File: config.mk
export PLATFORM = sky130hd
export DESIGN_NAME = dpa_collision_arbiter
export DESIGN_NICKNAME = d
export VERILOG_FILES = /design/src/rtl/dpa_pkg.sv /design/src/rtl/dpa_port_track.sv /design/src/rtl/dpa_write_gate.sv /design/src/rtl/dpa_collision_arbiter.sv
export SDC_FILE = /design/constraint.sdc
export NUM_CORES = 1
export LEC_CHECK = 0
export BUFFER_PORTS_ARGS = -buffer_cell sky130_fd_sc_hd__buf_2
export CAP_MARGIN = 40
export CORE_MARGIN = 2
export CORE_UTILIZATION = 46
export DETAILED_ROUTE_END_ITERATION = 12
export PLACE_DENSITY_LB_ADDON = 0.1
export RECOVER_POWER = 50
export SYNTH_ARGS = -nofsm -noshare
export SYNTH_HDL_FRONTEND = slang
export SYNTH_SLANG_ARGS = --single-unit
File: constraint.sdc
create_clock -name clk -period 3.17 [get_ports clk]
set_input_delay 0.1585 -clock clk [delete_from_list [all_inputs] [get_ports clk]]
set_output_delay 0.1585 -clock clk [all_outputs]
set_load 0.01 [all_outputs]
File: src/rtl/dpa_pkg.sv
package dpa_pkg;

    typedef struct packed {
        logic left_n;
        logic right_n;
    } busy_pair_t;

    localparam busy_pair_t BUSY_NONE       = '{left_n: 1'b1, right_n: 1'b1};
    localparam busy_pair_t BUSY_LEFT_LOSES  = '{left_n: 1'b0, right_n: 1'b1};
    localparam busy_pair_t BUSY_RIGHT_LOSES = '{left_n: 1'b1, right_n: 1'b0};

endpackage

File: src/rtl/dpa_port_track.sv
// Remembers one port's last enable/address and flags a fresh request:
// enabled now, and either newly enabled or on a different address.
module dpa_port_track #(
    parameter int ADDR_W = 11
) (
    input  logic              clk,
    input  logic              rst_n,
    input  logic              en,
    input  logic [ADDR_W-1:0] addr,
    output logic              fresh
);
    typedef struct packed {
        logic              en;
        logic [ADDR_W-1:0] addr;
    } track_t;

    track_t st_d, st_q;

    always_comb begin
        st_d      = st_q;
        st_d.en   = en;
        st_d.addr = addr;
        fresh     = en && (!st_q.en || (addr != st_q.addr));
    end

    always_ff @(posedge clk or negedge rst_n) begin
        if (!rst_n) st_q <= '0;
        else        st_q <= st_d;
    end
endmodule

File: src/rtl/dpa_write_gate.sv
// Passes a port's write strobe only when the busy that governs it is high.
module dpa_write_gate (
    input  logic slave_mode,
    input  logic en,
    input  logic we,
    input  logic busy_int_n,
    input  logic busy_ext_n,
    output logic we_out
);
    logic allow;

    always_comb begin
        allow  = slave_mode ? busy_ext_n : busy_int_n;
        we_out = en && we && allow;
    end
endmodule

File: src/rtl/dpa_collision_arbiter.sv
module dpa_collision_arbiter
    import dpa_pkg::*;
#(
    parameter int ADDR_W = 11
) (
    input  logic              clk,
    input  logic              rst_n,
    input  logic              slave_mode,
    input  logic              left_en,
    input  logic              left_we,
    input  logic [ADDR_W-1:0] left_addr,
    input  logic              right_en,
    input  logic              right_we,
    input  logic [ADDR_W-1:0] right_addr,
    input  logic              busy_left_in_n,
    input  logic              busy_right_in_n,
    output logic              busy_left_n,
    output logic              busy_right_n,
    output logic              left_we_gated,
    output logic              right_we_gated
);
    localparam int NPORT = 2;

    typedef struct packed {
        busy_pair_t busy;
    } arb_state_t;

    arb_state_t st_d, st_q;

    logic [NPORT-1:0]        en_v, we_v, fresh_v, ext_v, int_v, gated_v;
    logic [ADDR_W-1:0]       addr_v [NPORT];
    logic                    match;
    logic                    held;

    assign en_v      = {right_en, left_en};
    assign we_v      = {right_we, left_we};
    assign addr_v[0] = left_addr;
    assign addr_v[1] = right_addr;
    assign ext_v     = {busy_right_in_n, busy_left_in_n};
    assign int_v     = {st_q.busy.right_n, st_q.busy.left_n};

    for (genvar p = 0; p < NPORT; p++) begin : g_port
        dpa_port_track #(.ADDR_W(ADDR_W)) u_track (
            .clk   (clk),
            .rst_n (rst_n),
            .en    (en_v[p]),
            .addr  (addr_v[p]),
            .fresh (fresh_v[p])
        );
        dpa_write_gate u_gate (
            .slave_mode (slave_mode),
            .en         (en_v[p]),
            .we         (we_v[p]),
            .busy_int_n (int_v[p]),
            .busy_ext_n (ext_v[p]),
            .we_out     (gated_v[p])
        );
    end

    always_comb begin
        st_d  = st_q;
        match = left_en && right_en && (left_addr == right_addr);
        held  = !st_q.busy.left_n || !st_q.busy.right_n;
        if (slave_mode || !match) begin
            st_d.busy = BUSY_NONE;
        end else if (!held || (fresh_v[0] && fresh_v[1])) begin
            // Later arrival loses; a same-cycle arrival goes to the left port.
            if (fresh_v[0] && !fresh_v[1]) st_d.busy = BUSY_LEFT_LOSES;
            else                           st_d.busy = BUSY_RIGHT_LOSES;
        end
    end

    always_ff @(posedge clk or negedge rst_n) begin
        if (!rst_n) st_q <= '{busy: BUSY_NONE};
        else        st_q <= st_d;
    end

    assign busy_left_n    = st_q.busy.left_n;
    assign busy_right_n   = st_q.busy.right_n;
    assign left_we_gated  = gated_v[0];
    assign right_we_gated = gated_v[1];
endmodule

# Yosys cells after proc, flatten, opt, wreduce, memory -nomap -nowiden
# Index checks and enable logic that the tools add are counted.
# W data, S select, Z words.
# word_totals
latch_bits	0
ram_bits	0
rom_bits	0
mem_count	0
regBits	26
output_inout_bits	4
in_bits	31
elab_cells	37
# op_classes
n_reduce_logical	23
shifts	0
n_div	0
multipliers	0
eq_ne	3
bitwise_logic	0
magnitude_cmp	0
n_mux	5
n_addsub	0
# op_table
op	count
$ne A11 B11 Y1	2
$eq A11 B11 Y1	1
$logic_and A1 B1 Y1	10
$logic_not A1 Y1	7
$mux W2	3
$logic_or A1 B1 Y1	5
$mux W1	2
$reduce_bool A2 Y1	1

# Longest topological paths before layout
# Gate-level depths: netlist of the first run.
# depth
ltp_word	8
ltp_mapped	5
ltp_nobuf	5

# By module
# Synthesis of the first run repeated with hierarchy kept, for this count alone.
# hier_totals
cells_unflattened	83
hier_area_um2	1096.1
# by_module_without_submodules
mod	area_each_um2	seq_area_each_um2	instances	cells_per_inst
dpa_port_track	424.2	300.3	2	27
dpa_collision_arbiter	212.7	52.6	1	23
dpa_write_gate	17.5	0.0	2	3

# Worst setup path before layout of the first run
# No wires, ideal clock.
# synth_timing
path_type	register to register
from	reg g_port[0].u_track.st_q[2] (netlist bit)
to	reg st_q (netlist bit busy_right_n)
slack_ns	1.924
path_buffers	0
required_ns	3.093
arrival_time_ns	1.169
setup_ns	0.077
synth_period_minus_slack_ns	1.246
stages_incl_launch_ff	6
path_cell_list	dfrtp_1 -> xnor2_1 -> nand4_1 -> o31ai_1 -> a21oi_1 -> a21o_1
# synth_via
elab_chain_len	7
word_cells_on_any_way	10
classes_between	eq/ne (1); mux (3); reduce/logical (6)
# synth_lines
item	line	source
start: declaration	dpa_port_track.sv:17	track_t st_d, st_q;
start signal: assignment	dpa_port_track.sv:28	else st_q <= st_d;
$ne A11 B11 Y1 (*)	dpa_port_track.sv:23	fresh = en && (!st_q.en || (addr != st_q.addr));
$logic_or A1 B1 Y1 (*)	dpa_port_track.sv:23	
$logic_and A1 B1 Y1 (*)	dpa_port_track.sv:23	
$logic_and A1 B1 Y1	dpa_collision_arbiter.sv:68	if (fresh_v[0] && !fresh_v[1]) st_d.busy = BUSY_LEFT_LOSES;
$mux W2	dpa_collision_arbiter.sv:68	
$mux W2	dpa_collision_arbiter.sv:66	end else if (!held || (fresh_v[0] && fresh_v[1])) begin
$mux W2	dpa_collision_arbiter.sv:64	if (slave_mode || !match) begin
end signal: assignment	dpa_collision_arbiter.sv:74	if (!rst_n) st_q <= '{busy: BUSY_NONE};
end signal: assignment	dpa_collision_arbiter.sv:75	else st_q <= st_d;
end: declaration	dpa_collision_arbiter.sv:28	arb_state_t st_d, st_q;
# Mark *: on every way between the ends. The rest lies on a longest branch, timed or not. The select of a mux whose other input is x is not followed.
# A chain may end at the register's enable or synchronous reset.

# Worst setup path in the final report of the first run
# layout_timing
from	in left_addr[2]
to	reg st_q (netlist bit busy_right_n)
# layout_via
elab_chain_len	7
word_cells_on_any_way	14
classes_between	eq/ne (2); mux (3); reduce/logical (9)
# layout_lines
item	line	source
start: declaration	dpa_collision_arbiter.sv:11	input logic [ADDR_W-1:0] left_addr,
$ne A11 B11 Y1	dpa_port_track.sv:23	
$logic_or A1 B1 Y1	dpa_port_track.sv:23	
$logic_and A1 B1 Y1	dpa_port_track.sv:23	
$logic_and A1 B1 Y1	dpa_collision_arbiter.sv:68	
$mux W2	dpa_collision_arbiter.sv:68	
$mux W2	dpa_collision_arbiter.sv:66	
$mux W2	dpa_collision_arbiter.sv:64	
# Several ways; a longest one is shown, not always the timed one. The select of a mux whose other input is x is not followed.

==> results.toml, run 1 <==
[floorplan]
rows = 17
die_h_um = 52.76
ios = 35
dieArea_um2 = 2783
core_area_um2 = 2233
initial_core_util = 0.4896
die_w_um = 52.76

[timing]
finalHoldViolations = 0
slew_headroom = 0.1058
tightestPinTransition_ps = 1341
slew_viol_final = 0
whs_ps = 236.9
setup_ws_ps = 1611
skew_ps = 13.51
finalSetupViolations = 0
period_share = 0.4916
fmaxAchievable_mhz = 641.6
period_minus_slack_ps = 1559
setup_tns_ps = 0
grt_setup_unrepaired = "no"

[power_and_ir_drop]
comb_power_share = 0.155
power_leakage_nw = 0.6348
total_power_w = 0.0006819
clkPwrFrac = 0.326
p_int_w = 0.0005330
seq_power_share = 0.519
peakVddDrop_v = 0.0003632
p_sw_w = 0.0001489
switching_share = 0.2183
p_per_area_nw_per_um2 = 434.2

[grt]
grt_pass1_wl_mm = 3.719
grtUsageTotal = 0.1916
grt_antenna_before_repair = 0
grt_max_degree = 27
first_global_vias = 786
gr-total-overflow = 0

[critical_path]
start_kind = "primary input"
cp_data_required_time_ps = 3430
cp_cell_sequence = "dlygate4sd3_1 -> clkbuf_1 -> xnor2_1 -> nand4_1 -> o31ai_1 -> or3b_1 -> a21o_1"
crit_type = "primary input to flop"
slowest_delay_ps = 530
critPathSlowestCell = "dlygate4sd3_1"
cp_num_buf_inv = 2
cp_top_family = "buffers and inverters"
arrival_ps = 1820
cp-end-kind = "flop"
cp_max_fo = 3

[status]
status = "completed"

[routing]
drtAntennaViolNets = 0
dr.pass1.iters = 2
totalWireLength_mm = 2.262
wl_per_cell_um = 12.93
via_count = 803
drcViolationCount = 0
via_per_inst = 4.589
drt-initial-drc-count = 6

[placement]
port_buffers = 34
gp_congestion = 0.7714
place_area_um2 = 1299
place_ws_ps = 1770

[finish]
antenna_cells = 0
nets = 179
design_area_um2 = 1570
area_growth_pct = 43.59
drive_above_1_share = 0.1020

[clocking]
clk_pin_slew_ps = 150
cts_post_setup_buffers_inserted = 0
numCtsBuffers = 3
ctsLongestPathBuffers = 2
root_buffer = "clkbuf_4"
clk_latency_ps = 310
htree_levels = 1
cts_tree = "built"
clock-sinks = 26

[synth]
ys_types = 18
syn_avg_cell_area_um2 = 13.02
syn_inst = 84
syn_nets = 115
ys_warn_count = 0
ys_seq_area_frac = 0.5973
syn-cell-area_um2 = 1094
ys_seq_elements = 26

[run]
cap_violations = 0

[hold_path]
min_path_type = "primary input to flop"
==> layout by cell type (no fill, tap or decap) <==
master / count
dfrtp_1: 24
bufinv_16: 1
nand2_1: 2
a21oi_1: 1
clkbuf_1: 25
nand3_1: 2
o31ai_1: 1
nand4_1: 6
dlygate4sd3_1: 25
xnor2_1: 23
nand3b_1: 1
clkbuf_4: 3
nor4_1: 3
inv_1: 1
or3b_1: 1
a21o_1: 1
mux2i_1: 2
dfstp_2: 2
xor2_1: 10
nor2_1: 2
o21ai_0: 1
nor3_1: 1
buf_2: 9
==> worst reg2reg max path, cell delays in order, from the launching register on <==
cell and delay (ps):
dfrtp_1 410, xnor2_1 190, nand4_1 120, o31ai_1 360, or3b_1 190, a21o_1 120
==> final cells by class <==
type / count / area [µm²]
clock inverter: 1 / 30.03
sequential: 26 / 653.1
fill: 190 / 663.1
tap: 28 / 35.03
clock buffer: 3 / 22.52
multi-input combinational: 57 / 436.7
inverter: 1 / 3.754
timing repair buffer: 59 / 389.1
==> kinds of logic after synthesis <==
| kind of cell | Yosys count | synth area share |
|---|---|---|
| AO/OA/AOI/OAI | 4 | 0.02288 |
| XOR/XNOR | 33 | 0.2643 |
| buffers and inverters | 1 | 0.003429 |
| flip-flops | 26 | 0.5973 |
| multiplexers | 2 | 0.01831 |
| AND/OR/NAND/NOR | 18 | 0.09383 |
==> registers in the layout, summed over array words and instances, names as in the netlist <==
signal / flops
busy_right_n: 1
busy_left_n: 1
g_port.u_track.st_q: 24
==> synthesized netlist by cell type, drive strengths merged <==
master | number | area [µm²]
a21o | 1 | 7.510
a21oi | 1 | 5.000
dfrtp | 24 | 600.6
dfstp | 2 | 52.55
inv | 1 | 3.750
mux2i | 2 | 20.02
nand2 | 2 | 7.510
nand3 | 2 | 10.01
nand3b | 1 | 7.510
nand4 | 6 | 37.54
nor2 | 2 | 7.510
nor3 | 1 | 5.000
nor4 | 3 | 18.77
o21ai | 1 | 5.000
o31ai | 1 | 7.510
or3b | 1 | 8.760
xnor2 | 23 | 201.4
xor2 | 10 | 87.58
==> layer usage <==
metal | wire length (µm) | vias to the layer above | GRT usage
met1 | 1059 | 366 | 0.2621
met4 | 26 | 0 | 0.08974
li1 | - | 413 | -
met5 | 0 | - | 0
met2 | 1086 | 22 | 0.3063
met3 | 88 | 2 | 0.01714
==> power by group through the flow <==
stage / Combinational [W] / Clock (W) / Sequential [W]
finish: 0.000105 / 0.000222 / 0.000354
global route: 0.000118 / 0.000240 / 0.000356
detailed placement: 0.0000872 / 0 / 0.000360
floorplan: 0.0000414 / 0 / 0.000359
global placement: 0.0000859 / 0 / 0.000360
CTS: 0.000109 / 0.000226 / 0.000354
==> metrics by stage <==
stage                     cells  utilization
after CTS                   173       0.7081
after floorplan              84            -
after global routing        175       0.7031
final                       175       0.7031
after detailed placement    146       0.5815
after global placement      146       0.5815
==> repair_timing <==
action,in CTS,in global routing
resized for setup,0,0
hold buffers,23,2
hold endpoints to repair,46,2
==> path summary, 6_finish.rpt <==
kind                                           start                        end  slack (ps)  cells past startpoint
max                                     left_addr[2]               busy_right_n        1610                      7
min                                       slave_mode                busy_left_n         240                      4
max reg2reg                g_port[0].u_track.st_q[3]               busy_right_n        1730                      5
min reg2reg                              busy_left_n                busy_left_n         550                      2
max in group asynchronous                      rst_n  g_port[1].u_track.st_q[9]        1730                      2
min in group asynchronous                      rst_n  g_port[0].u_track.st_q[6]         650                      2
No activity file was read; power rests on OpenSTA's default activity.
==> run 2: changes to the inputs <==
--- a/config.mk
+++ b/config.mk
@@ -8,7 +8,7 @@
 export BUFFER_PORTS_ARGS = -buffer_cell sky130_fd_sc_hd__buf_2
 export CAP_MARGIN = 40
 export CORE_MARGIN = 2
-export CORE_UTILIZATION = 46
+export CORE_UTILIZATION = 44
 export DETAILED_ROUTE_END_ITERATION = 12
 export PLACE_DENSITY_LB_ADDON = 0.1
 export RECOVER_POWER = 50
==> constraint.sdc (replaced) <==
create_clock -name clk -period 1.3 [get_ports clk]
set_input_delay 0.065 -clock clk [delete_from_list [all_inputs] [get_ports clk]]
set_output_delay 0.065 -clock clk [all_outputs]
set_load 0.01 [all_outputs]
==> run 2 against run 1 <==
Against the previous run: the flow now finishes with violations (setup timing); sequential cell count stayed put; global-route usage decreased by 2.2 points; critical endpoint unchanged; critical path depth fell by 2; count of clock-buffer cells in the layout is 1 higher.
==> results.toml, run 2 (synthesis gave the netlist of run 1 again) <==
[run]
cap_violations = 0

[placement]
gp_congestion = 0.6906
port_buffers = 34
dp_hpwl_mm = 1.626
place_ws_ps = -84.76

[power_and_ir_drop]
peakVddDrop_v = 0.0006460
total_power_w = 0.001526
comb_power_share = 0.171
p_sw_w = 0.0003629
p_per_area_nw_per_um2 = 964.8
p_int_w = 0.001163
switching_share = 0.2378
power_leakage_nw = 0.6499
seq_power_share = 0.566
clkPwrFrac = 0.264

[floorplan]
ios = 35
die_h_um = 53.86
initial_core_util = 0.4538
dieArea_um2 = 2900
rows = 18
die_w_um = 53.86
core_area_um2 = 2410

[timing]
finalSetupViolations = 2
period_share = 1.037
skew_ps = 8.531
period_minus_slack_ps = 1348
tightestPinTransition_ps = 634.4
slew_headroom = 0.5771
finalHoldViolations = 0
setup_ws_ps = -48.01
whs_ps = 149.6
fmaxAchievable_mhz = 741.8
grt_setup_unrepaired = "yes"
slew_viol_final = 0

[critical_path]
start_kind = "flop"
cp_num_buf_inv = 0
cp-end-kind = "flop"
critPathLaunch = "g_port[0].u_track.st_q[3]"
critPathSlowestCell = "dfrtp_1"
slowest_delay_ps = 420
reg2reg_from = "g_port[0].u_track.st_q[3]"
cp.depth = 5
cp_top_family = "simple AND/OR/NAND/NOR gates"
crit_type = "flop to flop"
arrival_ps = 1600
r2r_slack_ps = -50
cp_max_fo = 3
worstSetupEndpoint = "busy_right_n"
cp_cell_sequence = "xnor2_2 -> nand4_1 -> o31ai_2 -> or3b_1 -> a21o_1"
cp_data_required_time_ps = 1560
r2r_cells = 5
r2r_end = "busy_right_n"

[clocking]
htree_levels = 1
clk_pin_slew_ps = 140
clock-sinks = 26
cts_tree = "built"
numCtsBuffers = 3
root_buffer = "clkbuf_4"
ctsLongestPathBuffers = 2
clk_latency_ps = 310

[routing]
drcViolationCount = 0
drt-initial-drc-count = 6
wl_per_cell_um = 12.29
via_per_inst = 4.590
totalWireLength_mm = 2.187
dr.pass1.iters = 2
via_count = 817
drtAntennaViolNets = 0

[grt]
grt_antenna_before_repair = 0
grt_max_degree = 27
grt_pass1_wl_mm = 3.415
gr-total-overflow = 0
grtUsageTotal = 0.1693
first_global_vias = 803

[finish]
area_growth_pct = 44.62
most-common-layout-cells = "dlygate4sd3_1 (25), dfrtp_1 (24), xnor2_1 (22), clkbuf_1 (21), buf_2 (12)"
antenna_cells = 0
fillerInstances = 211
nets = 180
largest-register = "g_port.u_track.st_q"
multiInputGateArea_um2 = 449.2
largest_reg_flops = 24
drive_above_1_share = 0.1486
seqCellArea_um2 = 653.1
final_common_cell = "dlygate4sd3_1"

[status]
status = "complete, but fails checks"
violations = "setup timing"

[hold_path]
min_path_type = "primary input to flop"
## run 2: worst min-delay path by stage
stage	depth (start not counted)	startpoint	to
after floorplan	0	rst_n	g_port[0].u_track.st_q[0]
after global placement	1	rst_n	g_port[1].u_track.st_q[3]
after detailed placement	1	rst_n	g_port[1].u_track.st_q[3]
after CTS	1	left_addr[7]	g_port[0].u_track.st_q[7]
after global routing	4	slave_mode	busy_right_n
final	4	slave_mode	busy_right_n
## run 2: area by class of cell
cell class | count | area share
Multi-Input combinational cell | 57 | 0.2840
Sequential cell | 26 | 0.4130
Timing Repair Buffer | 60 | 0.2540
Inverter | 1 | 0.002373
Tap cell | 30 | 0.02373
Clock buffer | 4 | 0.02294
## run 2: per-stage QoR
stage                     std cells  instance area, µm²  TNS (ps)    util
after floorplan                  84                1094         0       -
after global placement          148                1301    -65.29  0.5400
after detailed placement        148                1301    -144.6  0.5400
after CTS                       176                1583    -62.80  0.6568
after global routing            178                1582    -195.8  0.6563
final                           178                1582    -58.08  0.6563
## run 2: routing by layer
| metal | wire (µm) | part of all wire | GRT usage | vias to the layer above |
|---|---|---|---|---|
| li1 | - | - | - | 413 |
| met1 | 982 | 0.45 | 0.2162 | 375 |
| met2 | 1066 | 0.49 | 0.2825 | 23 |
| met3 | 95 | 0.043 | 0.03333 | 6 |
| met4 | 42 | 0.019 | 0.06410 | 0 |
| met5 | 0 | 0 | 0 | - |
## run 2: worst reg2reg max path, stage by stage (launching register included)
cell and delay [ps]:
dfrtp_1 420, xnor2_2 140, nand4_1 100, o31ai_2 80
or3b_1 380, a21o_1 170
## run 2: repair_timing
item | 4_1_cts | 5_1_grt
setup endpoints to repair | 2 | 3
hold buffers | 24 | 1
cloned | 0 | 0
hold endpoints to repair | 48 | 1
pin swaps | 1 | 1
buffers inserted | 0 | 1
resized for setup | 1 | 1
## run 2: power groups by stage
| stage | clock network (W) | logic [W] | registers [W] |
|---|---|---|---|
| floorplan | 0 | 0.000101 | 0.000876 |
| CTS | 0.000417 | 0.000271 | 0.000863 |
| finish | 0.000402 | 0.000261 | 0.000863 |
| global route | 0.000444 | 0.000288 | 0.000868 |
| global placement | 0 | 0.000210 | 0.000877 |
| detailed placement | 0 | 0.000214 | 0.000879 |
==> run 3: changes to the inputs <==
--- a/config.mk
+++ b/config.mk
@@ -7,7 +7,7 @@
 export LEC_CHECK = 0
 export BUFFER_PORTS_ARGS = -buffer_cell sky130_fd_sc_hd__buf_2
 export CAP_MARGIN = 40
-export CORE_MARGIN = 2
+export CORE_MARGIN = 3
 export CORE_UTILIZATION = 44
 export DETAILED_ROUTE_END_ITERATION = 12
 export PLACE_DENSITY_LB_ADDON = 0.1
==> run 3 against run 2 <==
Against the previous run: the run still ends with setup timing left; hold slack worse by 29 ps; critical path depth unchanged; maximum frequency down 1.1%; sequential cell count unchanged; setup slack worse by 15 ps; final cell count down 0.56%; core utilization up 4.9 points; global-route usage down 0.98 points; combinational power about the same; sequential power about the same; critical path type unchanged; largest cell class unchanged; highest routed layer unchanged.
==> results.toml, run 3 (synthesis gave the netlist of run 1 again) <==
[routing]
via_per_inst = 4.684
drcViolationCount = 0
via_count = 829
totalWireLength_mm = 2.264
dr.pass1.iters = 4
drt-initial-drc-count = 7
wl_per_cell_um = 12.79
drtAntennaViolNets = 0

[clocking]
htree_levels = 1
clock-sinks = 26
cts_tree = "built"
ctsLongestPathBuffers = 2
root_buffer = "clkbuf_4"
clk_pin_slew_ps = 140
clk_latency_ps = 320
numCtsBuffers = 3

[floorplan]
core_area_um2 = 2276
ios = 35
dieArea_um2 = 3120
rows = 17
initial_core_util = 0.4805
die_h_um = 55.86
die_w_um = 55.86

[critical_path]
crit_type = "flop to flop"
cp_max_fo = 3
cp_top_family = "simple AND/OR/NAND/NOR gates"
cp-end-kind = "flop"
cp_num_buf_inv = 0
slowest_delay_ps = 410
arrival_ps = 1640
critPathLaunch = "g_port[0].u_track.st_q[2]"
worstSetupEndpoint = "busy_right_n"
r2r_cells = 5
cp_data_required_time_ps = 1570
r2r_end = "busy_right_n"
reg2reg_from = "g_port[0].u_track.st_q[2]"
cp.depth = 5
cp_cell_sequence = "xnor2_1 -> nand4_1 -> o31ai_2 -> or3b_1 -> a21o_1"
critPathSlowestCell = "dfrtp_1"
start_kind = "flop"
r2r_slack_ps = -60

[power_and_ir_drop]
total_power_w = 0.001679
comb_power_share = 0.156
p_sw_w = 0.0003748
p_int_w = 0.001305
clkPwrFrac = 0.331
peakVddDrop_v = 0.0007421
seq_power_share = 0.514
switching_share = 0.2232
p_per_area_nw_per_um2 = 1046
power_leakage_nw = 0.6666

[timing]
grt_setup_unrepaired = "yes"
finalSetupViolations = 2
period_minus_slack_ps = 1363
tightestPinTransition_ps = 618.8
setup_ws_ps = -63.33
slew_headroom = 0.5875
fmaxAchievable_mhz = 733.5
skew_ps = 5.149
slew_viol_final = 0
finalHoldViolations = 0
period_share = 1.049

[grt]
gr-total-overflow = 0
grt_antenna_before_repair = 0
grtUsageTotal = 0.1595
grt_max_degree = 27
grt_pass1_wl_mm = 3.864
first_global_vias = 843

[finish]
largest_reg_flops = 24
final_util = 0.7053
drive_above_1_share = 0.1678
final_common_cell = "dlygate4sd3_1"
most-common-layout-cells = "dlygate4sd3_1 (25), dfrtp_1 (24), xnor2_1 (22), clkbuf_1 (19), buf_2 (14)"
largest-register = "g_port.u_track.st_q"
nets = 181
area_growth_pct = 46.80
design_area_um2 = 1605
antenna_cells = 0
finalNonFillerCells = 177

[hold_path]
min_path_type = "primary input to flop"

[run]
cap_violations = 0

[status]
status = "complete, but fails checks"
violations = "setup timing"

[placement]
post-place-cells = 146
gp_congestion = 0.7288
port_buffers = 34
place_area_um2 = 1299
-- run 3: cell count changes in the layout (fill, tap and decap cells not counted) --
cell,change
buf_2,+2
clkbuf_1,-2
buf_4,+1
bufinv_16,+1
clkbuf_8,-1
-- run 3: layout make-up --
class	instances	area, µm²
Fill cell	182	670.6
Multi-Input combinational cell	57	449.2
Inverter	1	3.754
Clock buffer	3	22.52
Clock inverter	1	30.03
Timing Repair Buffer	61	411.6
Tap cell	28	35.03
Sequential cell	26	653.1
-- run 3: worst min path at each step --
stage,slack [ps],start,to,cells after the start
after floorplan,-230,rst_n,g_port[0].u_track.st_q[0],0
after global placement,90,rst_n,g_port[1].u_track.st_q[8],1
after detailed placement,90,rst_n,g_port[1].u_track.st_q[8],1
after CTS,-120,left_addr[0],g_port[0].u_track.st_q[0],1
after global routing,160,slave_mode,busy_right_n,4
final,120,slave_mode,busy_right_n,4
-- run 3: timing repair --
action / CTS / global route
pin swaps: 5 / 4
setup buffers: 0 / 2
hold buffers: 24 / 1
endpoints found under the hold margin: 48 / 1
resized for setup: 1 / 1
setup endpoints to repair: 2 / 4
-- run 3: power groups by stage --
stage	Clock (W)	Combinational [W]	Sequential [W]
6_report	0.000555	0.000262	0.000863
5_1_grt	0.000600	0.000290	0.000868
4_1_cts	0.000564	0.000270	0.000863
3_5_place_dp	0	0.000213	0.000878
3_3_place_gp	0	0.000211	0.000877
2_1_floorplan	0	0.000101	0.000876
-- run 3: worst min-delay path, stage by stage --
cell,delay [ps]
buf_2,110
nor4_1,60
nand3_1,80
a21o_1,90
-- run 3: per-layer routing --
| layer | track usage | up-vias | share of wire |
|---|---|---|---|
| met3 | 0.03016 | 2 | 0.054 |
| met5 | 0 | - | 0 |
| li1 | - | 412 | - |
| met4 | 0.05085 | 0 | 0.0080 |
| met1 | 0.2179 | 392 | 0.44 |
| met2 | 0.2568 | 23 | 0.49 |
-- run 3: through the flow --
step	hold WS [ps]	setup WS [ps]	TNS, ps
after detailed placement	91.40	-47.10	-62.87
after global placement	89.06	-42.72	-55.69
after global routing	164.1	-120.7	-209.5
after floorplan	-230.6	53.84	0
after CTS	-122.7	-36.99	-38.86
final	120.6	-63.33	-66.59
